$ cat src/rtl/timerPkg.sv
package timerPkg;
  localparam int BUS_W      = 8;
  localparam int CNT_W      = 2 * BUS_W;
  localparam int ADDR_W     = 4;
  localparam int NUM_TIMERS = 2;
  // control byte of timer t sits at CTRL_BASE + t; latch bytes at 2t, 2t+1
  localparam int CTRL_BASE  = 2 * NUM_TIMERS;

  localparam int BIT_RUN     = 0;
  localparam int BIT_PORT    = 1;
  localparam int BIT_TOGGLE  = 2;
  localparam int BIT_ONESHOT = 3;
  localparam int BIT_LOAD    = 4;
  localparam int BIT_PIN     = 5;
  localparam int BIT_CASCADE = 6;

  // strobes from the register block to one counter datapath
  typedef struct packed {
    logic             latchLoWr;
    logic             latchHiWr;
    logic             ctrlWr;
    logic             forceLoad;
    logic             startNow;
    logic             stopNow;
    logic             runBit;
    logic             countEn;
    logic             oneShot;
    logic             toggleSel;
    logic             portOn;
    logic [BUS_W-1:0] data;
  } timerCmd_t;
endpackage

$ cat src/rtl/timerRegs.sv
module timerRegs
  import timerPkg::*;
(
  input  logic                                clk,
  input  logic                                rst_n,
  input  logic [ADDR_W-1:0]                   regAddr,
  input  logic                                wrEn,
  input  logic                                rdEn,
  input  logic [BUS_W-1:0]                    wrData,
  input  logic [NUM_TIMERS-1:0][CNT_W-1:0]    countVal,
  input  logic [NUM_TIMERS-1:0]               expired,
  input  logic [NUM_TIMERS-2:0]               chainPulse,
  output timerCmd_t [NUM_TIMERS-1:0]          cmd,
  output logic [BUS_W-1:0]                    rdData
);
  logic [NUM_TIMERS-1:0][BUS_W-1:0] ctrlView;

  for (genvar t = 0; t < NUM_TIMERS; t++) begin : gTimer
    logic [BUS_W-1:0] ctrlQ;
    logic [BUS_W-1:0] ctrlNext;
    logic             ctrlHit;
    logic             countEn;

    assign ctrlHit = wrEn && (regAddr == ADDR_W'(CTRL_BASE + t));

    always_comb begin
      ctrlNext = ctrlQ;
      if (ctrlHit) begin
        ctrlNext           = wrData;
        ctrlNext[BIT_LOAD] = 1'b0;
      end
      if (expired[t]) ctrlNext[BIT_RUN] = 1'b0;
    end

    always_ff @(posedge clk) begin
      if (!rst_n) ctrlQ <= '0;
      else        ctrlQ <= ctrlNext;
    end

    if (t == 0) begin : gFree
      assign countEn = 1'b1;
    end else begin : gChain
      always_comb begin
        if (ctrlQ[BIT_PIN])          countEn = 1'b0;
        else if (ctrlQ[BIT_CASCADE]) countEn = chainPulse[t-1];
        else                         countEn = 1'b1;
      end
    end

    assign ctrlView[t]       = ctrlQ;
    assign cmd[t].latchLoWr  = wrEn && (regAddr == ADDR_W'(2 * t));
    assign cmd[t].latchHiWr  = wrEn && (regAddr == ADDR_W'(2 * t + 1));
    assign cmd[t].ctrlWr     = ctrlHit;
    assign cmd[t].forceLoad  = ctrlHit && wrData[BIT_LOAD];
    assign cmd[t].startNow   = ctrlHit && wrData[BIT_RUN] && !ctrlQ[BIT_RUN];
    assign cmd[t].stopNow    = ctrlHit && !wrData[BIT_RUN] && ctrlQ[BIT_RUN];
    assign cmd[t].runBit     = ctrlQ[BIT_RUN];
    assign cmd[t].countEn    = countEn;
    assign cmd[t].oneShot    = ctrlQ[BIT_ONESHOT];
    assign cmd[t].toggleSel  = ctrlQ[BIT_TOGGLE];
    assign cmd[t].portOn     = ctrlQ[BIT_PORT];
    assign cmd[t].data       = wrData;
  end

  always_comb begin
    rdData = '0;
    if (rdEn) begin
      for (int t = 0; t < NUM_TIMERS; t++) begin
        if (regAddr == ADDR_W'(2 * t))         rdData = countVal[t][BUS_W-1:0];
        if (regAddr == ADDR_W'(2 * t + 1))     rdData = countVal[t][CNT_W-1:BUS_W];
        if (regAddr == ADDR_W'(CTRL_BASE + t)) rdData = ctrlView[t];
      end
    end
  end
endmodule

$ cat src/rtl/timerCore.sv
module timerCore
  import timerPkg::*;
(
  input  logic             clk,
  input  logic             rst_n,
  input  timerCmd_t        cmd,
  output logic [CNT_W-1:0] count,
  output logic             underQ,
  output logic             expired,
  output logic             portDrive,
  output logic             portEn
);
  logic [CNT_W-1:0] latch;
  logic             holdOne;
  logic             toggleQ;
  logic             writeOverride;
  logic             wrapNow;

  assign writeOverride = cmd.ctrlWr && (cmd.forceLoad || cmd.stopNow);
  assign wrapNow = cmd.runBit && cmd.countEn && !holdOne &&
                   (count == '0) && !writeOverride;
  assign expired   = wrapNow && cmd.oneShot;
  assign portDrive = cmd.toggleSel ? toggleQ : underQ;
  assign portEn    = cmd.portOn;

  always_ff @(posedge clk) begin
    if (!rst_n) begin
      latch <= '1;
    end else begin
      if (cmd.latchLoWr) latch[BUS_W-1:0]     <= cmd.data;
      if (cmd.latchHiWr) latch[CNT_W-1:BUS_W] <= cmd.data;
    end
  end

  always_ff @(posedge clk) begin
    if (!rst_n) begin
      count   <= '1;
      holdOne <= 1'b0;
    end else if (cmd.ctrlWr && cmd.forceLoad) begin
      count   <= latch;
      holdOne <= cmd.data[BIT_RUN];
    end else if (cmd.ctrlWr && cmd.stopNow) begin
      if (count != '0) count <= count - 1'b1;
      holdOne <= 1'b0;
    end else if (cmd.latchHiWr && !cmd.runBit) begin
      count <= {cmd.data, latch[BUS_W-1:0]};
    end else if (cmd.runBit && cmd.countEn) begin
      if (holdOne)            holdOne <= 1'b0;
      else if (count == '0)   count   <= latch;
      else                    count   <= count - 1'b1;
    end
  end

  always_ff @(posedge clk) begin
    if (!rst_n) begin
      underQ  <= 1'b0;
      toggleQ <= 1'b0;
    end else begin
      underQ <= wrapNow;
      if (cmd.startNow)  toggleQ <= 1'b1;
      else if (wrapNow)  toggleQ <= ~toggleQ;
    end
  end
endmodule

$ cat src/rtl/dualTimer.sv
module dualTimer
  import timerPkg::*;
(
  input  logic              clk,
  input  logic              rst_n,
  input  logic [ADDR_W-1:0] regAddr,
  input  logic              wrEn,
  input  logic              rdEn,
  input  logic [BUS_W-1:0]  wrData,
  output logic [BUS_W-1:0]  rdData,
  output logic [NUM_TIMERS-1:0] timerUnder,
  output logic [NUM_TIMERS-1:0] portVal,
  output logic [NUM_TIMERS-1:0] portEn
);
  timerCmd_t [NUM_TIMERS-1:0]       cmd;
  logic [NUM_TIMERS-1:0][CNT_W-1:0] countVal;
  logic [NUM_TIMERS-1:0]            expired;

  timerRegs regs (
    .clk        (clk),
    .rst_n      (rst_n),
    .regAddr    (regAddr),
    .wrEn       (wrEn),
    .rdEn       (rdEn),
    .wrData     (wrData),
    .countVal   (countVal),
    .expired    (expired),
    .chainPulse (timerUnder[NUM_TIMERS-2:0]),
    .cmd        (cmd),
    .rdData     (rdData)
  );

  for (genvar t = 0; t < NUM_TIMERS; t++) begin : gCore
    timerCore core (
      .clk       (clk),
      .rst_n     (rst_n),
      .cmd       (cmd[t]),
      .count     (countVal[t]),
      .underQ    (timerUnder[t]),
      .expired   (expired[t]),
      .portDrive (portVal[t]),
      .portEn    (portEn[t])
    );
  end
endmodule

$ cat config.mk
export PLATFORM = sky130hd
export DESIGN_NAME = dualTimer
export DESIGN_NICKNAME = d
export VERILOG_FILES = /design/src/rtl/timerPkg.sv /design/src/rtl/timerRegs.sv /design/src/rtl/timerCore.sv /design/src/rtl/dualTimer.sv
export SDC_FILE = /design/constraint.sdc
export NUM_CORES = 1
export LEC_CHECK = 0
export BUFFER_PORTS_ARGS = -buffer_cell sky130_fd_sc_hd__buf_2
export CORE_MARGIN = 2
export CORE_UTILIZATION = 55
export DETAILED_ROUTE_END_ITERATION = 10
export GPL_ROUTABILITY_DRIVEN = 0
export HOLD_SLACK_MARGIN = 0.1
export PLACE_DENSITY_LB_ADDON = 0.12
export SLEW_MARGIN = 20
export SYNTH_ARGS = -nofsm -noshare
export SYNTH_HDL_FRONTEND = slang
export SYNTH_SLANG_ARGS = --single-unit
$ cat constraint.sdc
create_clock -name clk -period 2.1 [get_ports clk]
set_input_delay 0.105 -clock clk [delete_from_list [all_inputs] [get_ports clk]]
set_output_delay 0.105 -clock clk [all_outputs]
set_load 0.02 [all_outputs]
Yosys cells after proc, flatten, opt, wreduce, memory -nomap -nowiden. Index checks and enable logic that the tools add are counted.

Bits in registers: 84. Input bits: 16. Output and inout port bits: 14. Word-level logic and storage cells: 128.

Add/subtract/negate cells: 2. Equal/unequal tests: 11. Muxes and demuxes: 37. Bitwise gates (word level): 3. Reduce and logical (&&, ||, !) cells: 59.

Operators with widths (number): 16-bit two-way mux (14); 8-bit two-way mux (7); 1-bit logical AND (33); 16-bit logical NOT (2); 16-bit nonzero test (2); 16-bit by 1-bit subtractor with 16-bit output, second input constant (2); 1-bit two-way mux (16); 4-bit by 2-bit equality test with 1-bit output, second input constant (2); 4-bit by 3-bit equality test with 1-bit output, second input constant (2); 4-bit inequality test, second input constant (2); 4-bit nonzero test (2); 1-bit logical NOT (7); 3-bit by 1-bit inequality test with 1-bit output, second input constant (2); 3-bit by 2-bit inequality test with 1-bit output, second input constant (2); 3-bit AND reduction (2); 3-bit nonzero test (2); 4-bit by 1-bit equality test with 1-bit output, second input constant (1); 4-bit logical NOT (1); 2-bit AND reduction (2); 2-bit nonzero test (2); 2-bit OR reduction (2); 1-bit NOT (3); 1-bit logical OR (2).

Logic depth before layout (Yosys ltp). Gate-level depths: netlist (run 1).

Depth in word-level cells: 10. Depth in mapped cells: 10. Depth with buffers taken out: 8.

By module. Synthesis (run 1) repeated with hierarchy kept, for this count alone.

Cells, all modules: 639. Area total of the unflattened synthesis: 5460.2 um^2.

By module, submodules not included: timerCore at gCore[1].core (instances 1, cells each 234, area each 2082.0 um^2, seq. area each 700.7 um^2); timerCore at gCore[0].core (instances 1, cells each 227, area each 1993.2 um^2, seq. area each 700.7 um^2); timerRegs (instances 1, cells each 178, area each 1385.1 um^2, seq. area each 280.3 um^2).

Worst setup path after synthesis (run 1). OpenSTA, ideal clock, no wires.

Path type: flip-flop to flip-flop. From: register gCore[1].core.count[10]. To: register gCore[1].core.count[8]. Setup time: 122 ps. Data arrival time: 1804 ps. Required time: 1978 ps. Path slack: 174 ps. Cell stages (with the launch flop): 8. Path buffers: 1. Period minus slack after synthesis: 1926 ps. Cell sequence: dfxtp_1 buf_2 nor4_4 and3_1 nand3_4 a21o_2 o221a_1 a221o_1.

Word-level cells in the longest chain between the ends: 7. Elaborated cells on any way between the ends: 10. Classes of those cells: eq/ne: 1; mux: 6; reduce/logical: 3.

RTL lines: from (decl) (line timerCore.sv:7) `output logic [CNT_W-1:0] count,`; from (signal assigned) (line timerCore.sv:40) `count <= latch;`; from (signal assigned) (line timerCore.sv:43) `if (count != '0) count <= count - 1'b1;`; from (signal assigned) (line timerCore.sv:46) `count <= {cmd.data, latch[BUS_W-1:0]};`; 16-bit logical NOT (line timerCore.sv:49) `else if (count == '0) count <= latch;`; 16-bit two-way mux (line timerCore.sv:49); 16-bit two-way mux (line timerCore.sv:48) `if (holdOne) holdOne <= 1'b0;`; 16-bit two-way mux (line timerCore.sv:47) `end else if (cmd.runBit && cmd.countEn) begin`; 16-bit two-way mux (line timerCore.sv:45) `end else if (cmd.latchHiWr && !cmd.runBit) begin`; 16-bit two-way mux (line timerCore.sv:42) `end else if (cmd.ctrlWr && cmd.stopNow) begin`; 16-bit two-way mux (line timerCore.sv:39) `end else if (cmd.ctrlWr && cmd.forceLoad) begin`.

Several ways; a longest one is shown, not always the timed one. The select of a mux whose other input is x is not followed. A chain may end at the register's enable or synchronous reset.

Final worst setup path (run 1).
From: register gCore[0].core.count[1]. To: register gCore[0].core.count[9].

Word-level cells in the longest chain between the ends: 7. Elaborated cells on any way between the ends: 12. Classes of those cells: add/sub: 1; eq/ne: 1; mux: 7; reduce/logical: 3.

RTL lines (line): from (decl) (timerCore.sv:7); from (signal assigned) (timerCore.sv:40); from (signal assigned) (timerCore.sv:43); from (signal assigned) (timerCore.sv:46); 16-bit by 1-bit subtractor with 16-bit output / 16-bit logical NOT (equally long branches) (timerCore.sv:43, timerCore.sv:50, timerCore.sv:49); 16-bit two-way mux (timerCore.sv:49); 16-bit two-way mux (timerCore.sv:48); 16-bit two-way mux (timerCore.sv:47); 16-bit two-way mux (timerCore.sv:45); 16-bit two-way mux (timerCore.sv:42); 16-bit two-way mux (timerCore.sv:39).

Several ways; a longest one is shown, not always the timed one. The select of a mux whose other input is x is not followed.

==> metrics, run 1 <==
cell type contributing the most total cell area after synthesis sky130_fd_sc_hd__dfxtp_1; width of the die between 100 and 150 um; share of cells above drive strength 1 26.9%; type of the setup path with the least slack reg2reg; area of the mapped netlist around 5300 um2; time the final worst path needs with I/O delays and setup slightly above 2 ns; Setup TNS Final 0 ns; kind of end point of the critical path flop; startpoint of the lowest-slack register-to-register path gCore[0].core.count[1]$_SDFFE_PN1P_; Max-slew headroom 57.2%; Via Count approximately 5400; TritonCTS Sinks 84; overall die area between 10000 and 15000 um2; least setup slack across all paths after layout between 0.03 and 0.04 ns; number of setup violations in the final report 0; number of nets in the final layout 721; sum of overflow across all layers after global routing 0; Pre-antenna DRT Iters 5; Hold Path Origin wrData[1]; insertion delay of the later-clocked pin in the worst-skew pair 0.38 ns; number of clock buffers inserted by TritonCTS 9; Clock Skew 0.0142 ns; antenna violations before repair 0; pre-CTS WS -0.0698 ns; Hold Vio Cnt, Final 0; global-route wire length before repair 26.6 mm; Peak Freq ~490 MHz; unrepaired setup endpoints after global routing yes; share of async-settable or async-resettable flops after synthesis 0%; number of cells on the worst reg-to-reg path 7; total number of yosys warnings 0; synthesized area per cell roughly 8.3 um2; worst-path fanout max 2; most frequent cells in the layout 84 x sky130_fd_sc_hd__nand2_1, 84 x sky130_fd_sc_hd__buf_4, 79 x sky130_fd_sc_hd__dfxtp_1; busiest layer in global routing met2; synthesized net count approximately 660; M1 GR Usage a little under half; core box area ~9300 um2; Iter 0 DRT Violations 658; type of origin of the critical path flop; post-synth cell types 84; largest net degree at the start of global routing 61; I/O Pins 30; P&R area growth vs syn 19.4%; Seq/Total Area, Yosys a little under a third; H-tree Lvls 3; Site Rows 35; remaining antenna violation count after routing 0; cell types with the largest area share after synthesis sky130_fd_sc_hd__dfxtp_1 32%, sky130_fd_sc_hd__mux2i_1 7.6%, sky130_fd_sc_hd__nand2_1 6.0%, sky130_fd_sc_hd__a21oi_1 3.2%, sky130_fd_sc_hd__nand3_1 2.6%; Min-Delay Endpoint gCore[1].core.latch[9]$_SDFFE_PN1N_; class of the worst hold path in2reg; required time at the endpoint of the critical path approximately 2.3 ns; n_diodes 0; Post-Synthesis Cells 639; Filler cells between 800 and 900; Power Dens Cells between 500 and 600 nW/um2; fin. max-slew vios 0; height of the die ~100 um; number of global-route vias before repair 4975; pin slew with the least headroom to its limit 0.642 ns; DRC violation count after routing 0; leakage power summed over all cells about 2.6 nW; Worst VDD drop roughly 0.5 mV; root buf cell sky130_fd_sc_hd__clkbuf_8; CTS Buffer Depth 2; Worst EP arrival 2.29 ns; area fraction of the dominant cell type after synthesis a little under a third; total half-perimeter wirelength after legalization and detailed placement around 12 mm; detail-routed via count per cell ~6.5; Yosys reg bits 84; fraction of the core area covered by cells at the end of the flow between 60% and 70%; clock tree from TritonCTS built; Max-cap violations 0; Total Routing Usage GR between 30% and 40%; outcome finished clean; IO buf count 29; Clock transition at path regs roughly 0.09 ns; detailed-route wire length between 15 and 20 mm; portion of the clock cycle consumed by the worst path in the final layout about 98%; worst reg2reg endpoint gCore[0].core.count[9]$_SDFFE_PN1P_; EDFF count, synth 0; final routed wire length divided by cell count approximately 20 um; Min-Delay Path Depth 3; GR Util met2 between 50 and 60%; Global Route met3 Usage roughly 7.5%; Register-to-Register Setup Slack 0.04 ns; flip-flop cell with the highest count after synthesis sky130_fd_sc_hd__dfxtp_1; initial cell density of the core a little under three fifths
-- how the worst max path moves through the flow --
| stage | startpoint | cells after the start | slack, ns | to |
|---|---|---|---|---|
| floorplan | gCore[1].core.count[10]$_SDFFE_PN1P_ | 7 | 0.17 | gCore[1].core.count[8]$_SDFFE_PN1P_ |
| global placement | gCore[0].core.count[0]$_SDFFE_PN1P_ | 8 | -0.03 | gCore[0].core.count[10]$_SDFFE_PN1P_ |
| detailed placement | gCore[0].core.count[0]$_SDFFE_PN1P_ | 8 | -0.07 | gCore[0].core.count[15]$_SDFFE_PN1P_ |
| CTS | gCore[0].core.count[0]$_SDFFE_PN1P_ | 8 | 0.005 | gCore[0].core.count[8]$_SDFFE_PN1P_ |
| global route | gCore[0].core.count[1]$_SDFFE_PN1P_ | 8 | -0.07 | gCore[0].core.count[10]$_SDFFE_PN1P_ |
| finish | gCore[0].core.count[1]$_SDFFE_PN1P_ | 7 | 0.04 | gCore[0].core.count[9]$_SDFFE_PN1P_ |
-- cells in the mapped netlist (3+ instances only) --
library cell and count:
sky130_fd_sc_hd__buf_6 5, sky130_fd_sc_hd__nor2_1 36, sky130_fd_sc_hd__o21ai_0 18, sky130_fd_sc_hd__buf_2 15, sky130_fd_sc_hd__nor3b_1 4, sky130_fd_sc_hd__or2_0 5, sky130_fd_sc_hd__nand2_1 84, sky130_fd_sc_hd__nand3b_1 5
sky130_fd_sc_hd__and2_1 5, sky130_fd_sc_hd__o32a_1 4, sky130_fd_sc_hd__xnor2_1 9, sky130_fd_sc_hd__o31a_1 3, sky130_fd_sc_hd__a31oi_1 7, sky130_fd_sc_hd__and3_1 5, sky130_fd_sc_hd__o211ai_1 15, sky130_fd_sc_hd__dfxtp_1 84
sky130_fd_sc_hd__nand4_1 11, sky130_fd_sc_hd__nand3_1 28, sky130_fd_sc_hd__nand4b_1 5, sky130_fd_sc_hd__ha_1 4, sky130_fd_sc_hd__nor2b_1 14, sky130_fd_sc_hd__a222oi_1 6, sky130_fd_sc_hd__clkbuf_1 34, sky130_fd_sc_hd__nor3_1 12
sky130_fd_sc_hd__o21ai_1 18, sky130_fd_sc_hd__mux2_2 8, sky130_fd_sc_hd__a221oi_2 4, sky130_fd_sc_hd__mux2i_1 40, sky130_fd_sc_hd__nor4bb_1 3, sky130_fd_sc_hd__and4b_1 3, sky130_fd_sc_hd__nor4_2 3, sky130_fd_sc_hd__nand2b_1 6
sky130_fd_sc_hd__buf_4 11, sky130_fd_sc_hd__a21oi_1 34, sky130_fd_sc_hd__inv_1 8, sky130_fd_sc_hd__o221a_1 5, sky130_fd_sc_hd__nor4_1 8, sky130_fd_sc_hd__a211oi_1 5, sky130_fd_sc_hd__o221ai_1 4
-- logic make-up after synthesis --
logic type | synth area share, %
AND/OR/NAND/NOR | 27.6
AO/OA/AOI/OAI | 21.3
flip-flops | 31.8
buffers and inverters | 7.10
multiplexers | 9.48
XOR/XNOR | 1.82
adder cells (fa/ha/maj) | 0.946
-- flip-flops by register name, indices dropped and copies added (netlist names) --
signal	count
gCore.core.count	32
gCore.core.latch	32
regs.gTimer.ctrlQ	14
gCore.core.holdOne	2
gCore.core.toggleQ	2
gCore.core.underQ	2
-- cell type report --
class	count	area (um2)	share of cell area (%)
repair buffers	116	826	13.1
inverters	8	32.5	0.515
well taps	129	161	2.55
flip-flops and latches	84	1690	26.8
clock buffers	11	141	2.24
multi-input cells	482	3380	53.5
clock inverters	5	85.1	1.35
-- per-layer routing --
| metal | part of all wire, % | wire length (um) |
|---|---|---|
| met5 | 0 | 0 |
| met4 | 2.5 | 422 |
| met3 | 11 | 1860 |
| met2 | 45 | 7530 |
| met1 | 42 | 7070 |
-- report_power, final --
part	total, mW	internal, mW	switching, mW
Clock	1.33	0.707	0.626
Sequential	1.63	1.61	0.0212
Combinational	0.382	0.146	0.237
-- worst max-delay path, stage by stage (launching register included) --
cell	delay, ns
sky130_fd_sc_hd__dfxtp_2	0.34
sky130_fd_sc_hd__buf_4	0.13
sky130_fd_sc_hd__or4_4	0.55
sky130_fd_sc_hd__nor4_4	0.23
sky130_fd_sc_hd__xor2_1	0.12
sky130_fd_sc_hd__o221a_1	0.23
sky130_fd_sc_hd__a221oi_2	0.24
sky130_fd_sc_hd__o21ai_1	0.08
-- what timing repair did --
item / in CTS / in global routing
gates resized for setup: 7 / 31
buffers inserted: 0 / 9
endpoints found under the hold margin: 1 / 0
pin swaps: 2 / 12
setup endpoints to repair: 11 / 28
cloned: 0 / 1
hold buffers: 1 / 0
-- stage by stage --
step	instances	power (mW)	hold WS [ns]	cell area [um2]
global route	835	3.46	0.122	6320
finish	835	3.35	0.136	6320
detailed placement	808	2.03	0.451	5860
floorplan	639	1.89	0.372	5290
CTS	825	3.34	0.119	6130
global placement	808	2.02	0.438	5860
(Power assumes the default switching activity.)
==> inputs of run 2 (changes only) <==
clock period = 2.6 ns   (was 2.1 ns; I/O delays follow)
==> run 2 against run 1 <==
Worst hold slack better by 0.017 ns. Via count is 6.9% lower. Maximum frequency is 8.1% lower. Clock-buffer cell count is 1 lower. Critical path depth is 1 higher. Core utilization is 6.8 points lower. Critical endpoint is now gCore[1].core.count[8]$_SDFFE_PN1P_. Largest cell class unchanged.
==> metrics, run 2 (synthesis results as in run 1) <==
outcome finished clean; height of the die 102 um (unchanged); overall die area 10400 um2 (unchanged); DRC violation count after routing 0 (unchanged); unrepaired setup endpoints after global routing no; remaining antenna violation count after routing 0 (unchanged); required time at the endpoint of the critical path 2.86 ns (+0.53 ns); Hold-fix buffers, CTS 1 (unchanged); detail-routed via count per cell 6.49 (+0.30%); worst-path fanout max 7 (+5); Max-cap violations 0 (unchanged); clock tree from TritonCTS built; detailed-route wire length 15.5 mm (-8.0%); placed cell area 5460 um2 (-6.8%); beginning of the critical path gCore[1].core.count[1]$_SDFFE_PN1P_; least setup slack across all paths after layout 0.358 ns (+0.319 ns); Worst VDD drop 0.287 mV (-43%); time the final worst path needs with I/O delays and setup 2.24 ns (+0.181 ns); most frequent cells in the layout 84 x sky130_fd_sc_hd__nand2_1, 84 x sky130_fd_sc_hd__dfxtp_1, 40 x sky130_fd_sc_hd__mux2i_1; insertion delay of the later-clocked pin in the worst-skew pair 0.37 ns (about the same); Iter 0 DRT Violations 553 (-16%); Site Rows 35 (unchanged); cells resized by post-CTS repair 0 (-7); Pre-antenna DRT Iters 7 (+2); largest net degree at the start of global routing 61 (unchanged); sum of overflow across all layers after global routing 0 (unchanged); number of setup violations in the final report 0 (unchanged); fraction of the core area covered by cells at the end of the flow 61.2% (-6.8 points); number of global-route vias before repair 4620 (-7.1%); Filler cells 857 (+6.7%); Max-slew headroom 55.1% (-2.1 points); Hold Vio Cnt, Final 0 (unchanged); pre-CTS WS 0.349 ns (+0.419 ns); n_diodes 0 (unchanged); leakage power summed over all cells 2.21 nW (-14%); IO buf count 29 (unchanged); antenna violations before repair 0 (unchanged); initial cell density of the core 57.0% (unchanged); portion of the clock cycle consumed by the worst path in the final layout 86.2% (-12 points); TritonCTS Sinks 84 (unchanged); global-route wire length before repair 24.8 mm (-6.6%); number of clock buffers inserted by TritonCTS 9 (unchanged); Clock transition at path regs 0.10 ns (about the same); type of origin of the critical path flop; Worst EP arrival 2.50 ns (+0.21 ns); count of buffers added by post-CTS timing repair for setup 0 (unchanged); Hold Path Origin wrData[3]; kind of end point of the critical path flop; H-tree Lvls 3 (unchanged); CP max stage delay 0.35 ns (-0.20 ns); final instance area 5680 um2 (-10%); class of the worst hold path in2reg; share of cells above drive strength 1 16.7% (-10 points); Power Dens Cells 462 nW/um2 (-13%); final routed wire length divided by cell count 20.1 um (-0.84%); Min-Delay Path Depth 3 (unchanged); top flop regs gCore.core.count: 32 flops, gCore.core.latch: 32 flops, regs.gTimer.ctrlQ: 14 flops; Setup TNS Final 0 ns (unchanged); P&R area growth vs syn 7.45%; number of nets in the final layout 661 (-8.3%); number of cells on the worst reg-to-reg path 8 (+1); fin. max-slew vios 0 (unchanged); Clock Skew 0.0106 ns (-0.00362 ns); slowest stage cell on the critical path sky130_fd_sc_hd__dfxtp_1; Total Routing Usage GR 30.8% (-2.3 points); core box area 9280 um2 (unchanged); Overall Power 2.63 mW (-22%); root buf cell sky130_fd_sc_hd__clkbuf_8; Via Count 5026 (-6.9%); I/O Pins 30 (unchanged); pin slew with the least headroom to its limit 0.664 ns (+0.0224 ns); total half-perimeter wirelength after legalization and detailed placement 10.8 mm (-9.0%); CTS Buffer Depth 2 (unchanged); width of the die 102 um (unchanged); startpoint of the lowest-slack register-to-register path gCore[1].core.count[1]$_SDFFE_PN1P_; critical path cell sequence inv_1 > ha_1 > nor3b_1 > and3_1 > nand3_4 > a21o_2 > o221a_1 > a221o_1; Peak Freq 446 MHz (-8.1%); type of the setup path with the least slack reg2reg
run 2: changes by cell type in the layout (fill, tap and decap cells not counted), sizes merged:
cell and delta:
inv +5, clkbuf -1, bufinv -1, clkinvlp -1
clkinv -2, a31o -1, buf -59
run 2: worst paths after layout:
check	to	slack (ns)
setup reg to reg	gCore[1].core.count[8]$_SDFFE_PN1P_	0.36
hold reg to reg	regs.gTimer[1].ctrlQ[7]$_SDFFE_PN0N_	0.47
hold / removal	regs.gTimer[1].ctrlQ[3]$_SDFFE_PN0N_	0.15
setup / recovery	gCore[1].core.count[8]$_SDFFE_PN1P_	0.36
run 2: power breakdown:
part / switching (mW) / total (mW) / internal [mW]
sequential: 0.0212 / 1.33 / 1.30
clock: 0.547 / 1.04 / 0.492
combinational: 0.175 / 0.266 / 0.0911
run 2: cell type report:
cell class / count / area [um2] / area share [%]
multi-input combinational: 481 / 3240 / 57.0
sequential: 84 / 1680 / 29.6
timing repair buffer: 57 / 358 / 6.30
tap: 129 / 161 / 2.84
clock buffer: 10 / 138 / 2.42
clock inverter: 6 / 76.3 / 1.34
inverter: 8 / 30.0 / 0.528
run 2: metrics by stage:
stage	cells	hold WS, ns
floorplan	639	0.422
global placement	758	0.442
detailed placement	758	0.456
CTS	775	0.142
global route	775	0.158
finish	775	0.153
run 2: worst max-delay path, delay by kind of cell, from the launching register on:
kind            cells  cell delay [ns]
buf+inv             1             0.14
flops               1             0.35
compound gates      3             0.77
simple gates        3             0.70
fa+ha+maj           1             0.17
run 2: per-layer routing:
metal	share of wire, %	global-route usage, %	up-vias
met2	44	46.3	246
met3	8.5	6.84	30
met4	2.1	8.92	0
met1	46	44.2	2384
li1	-	-	2366
met5	0	0	-
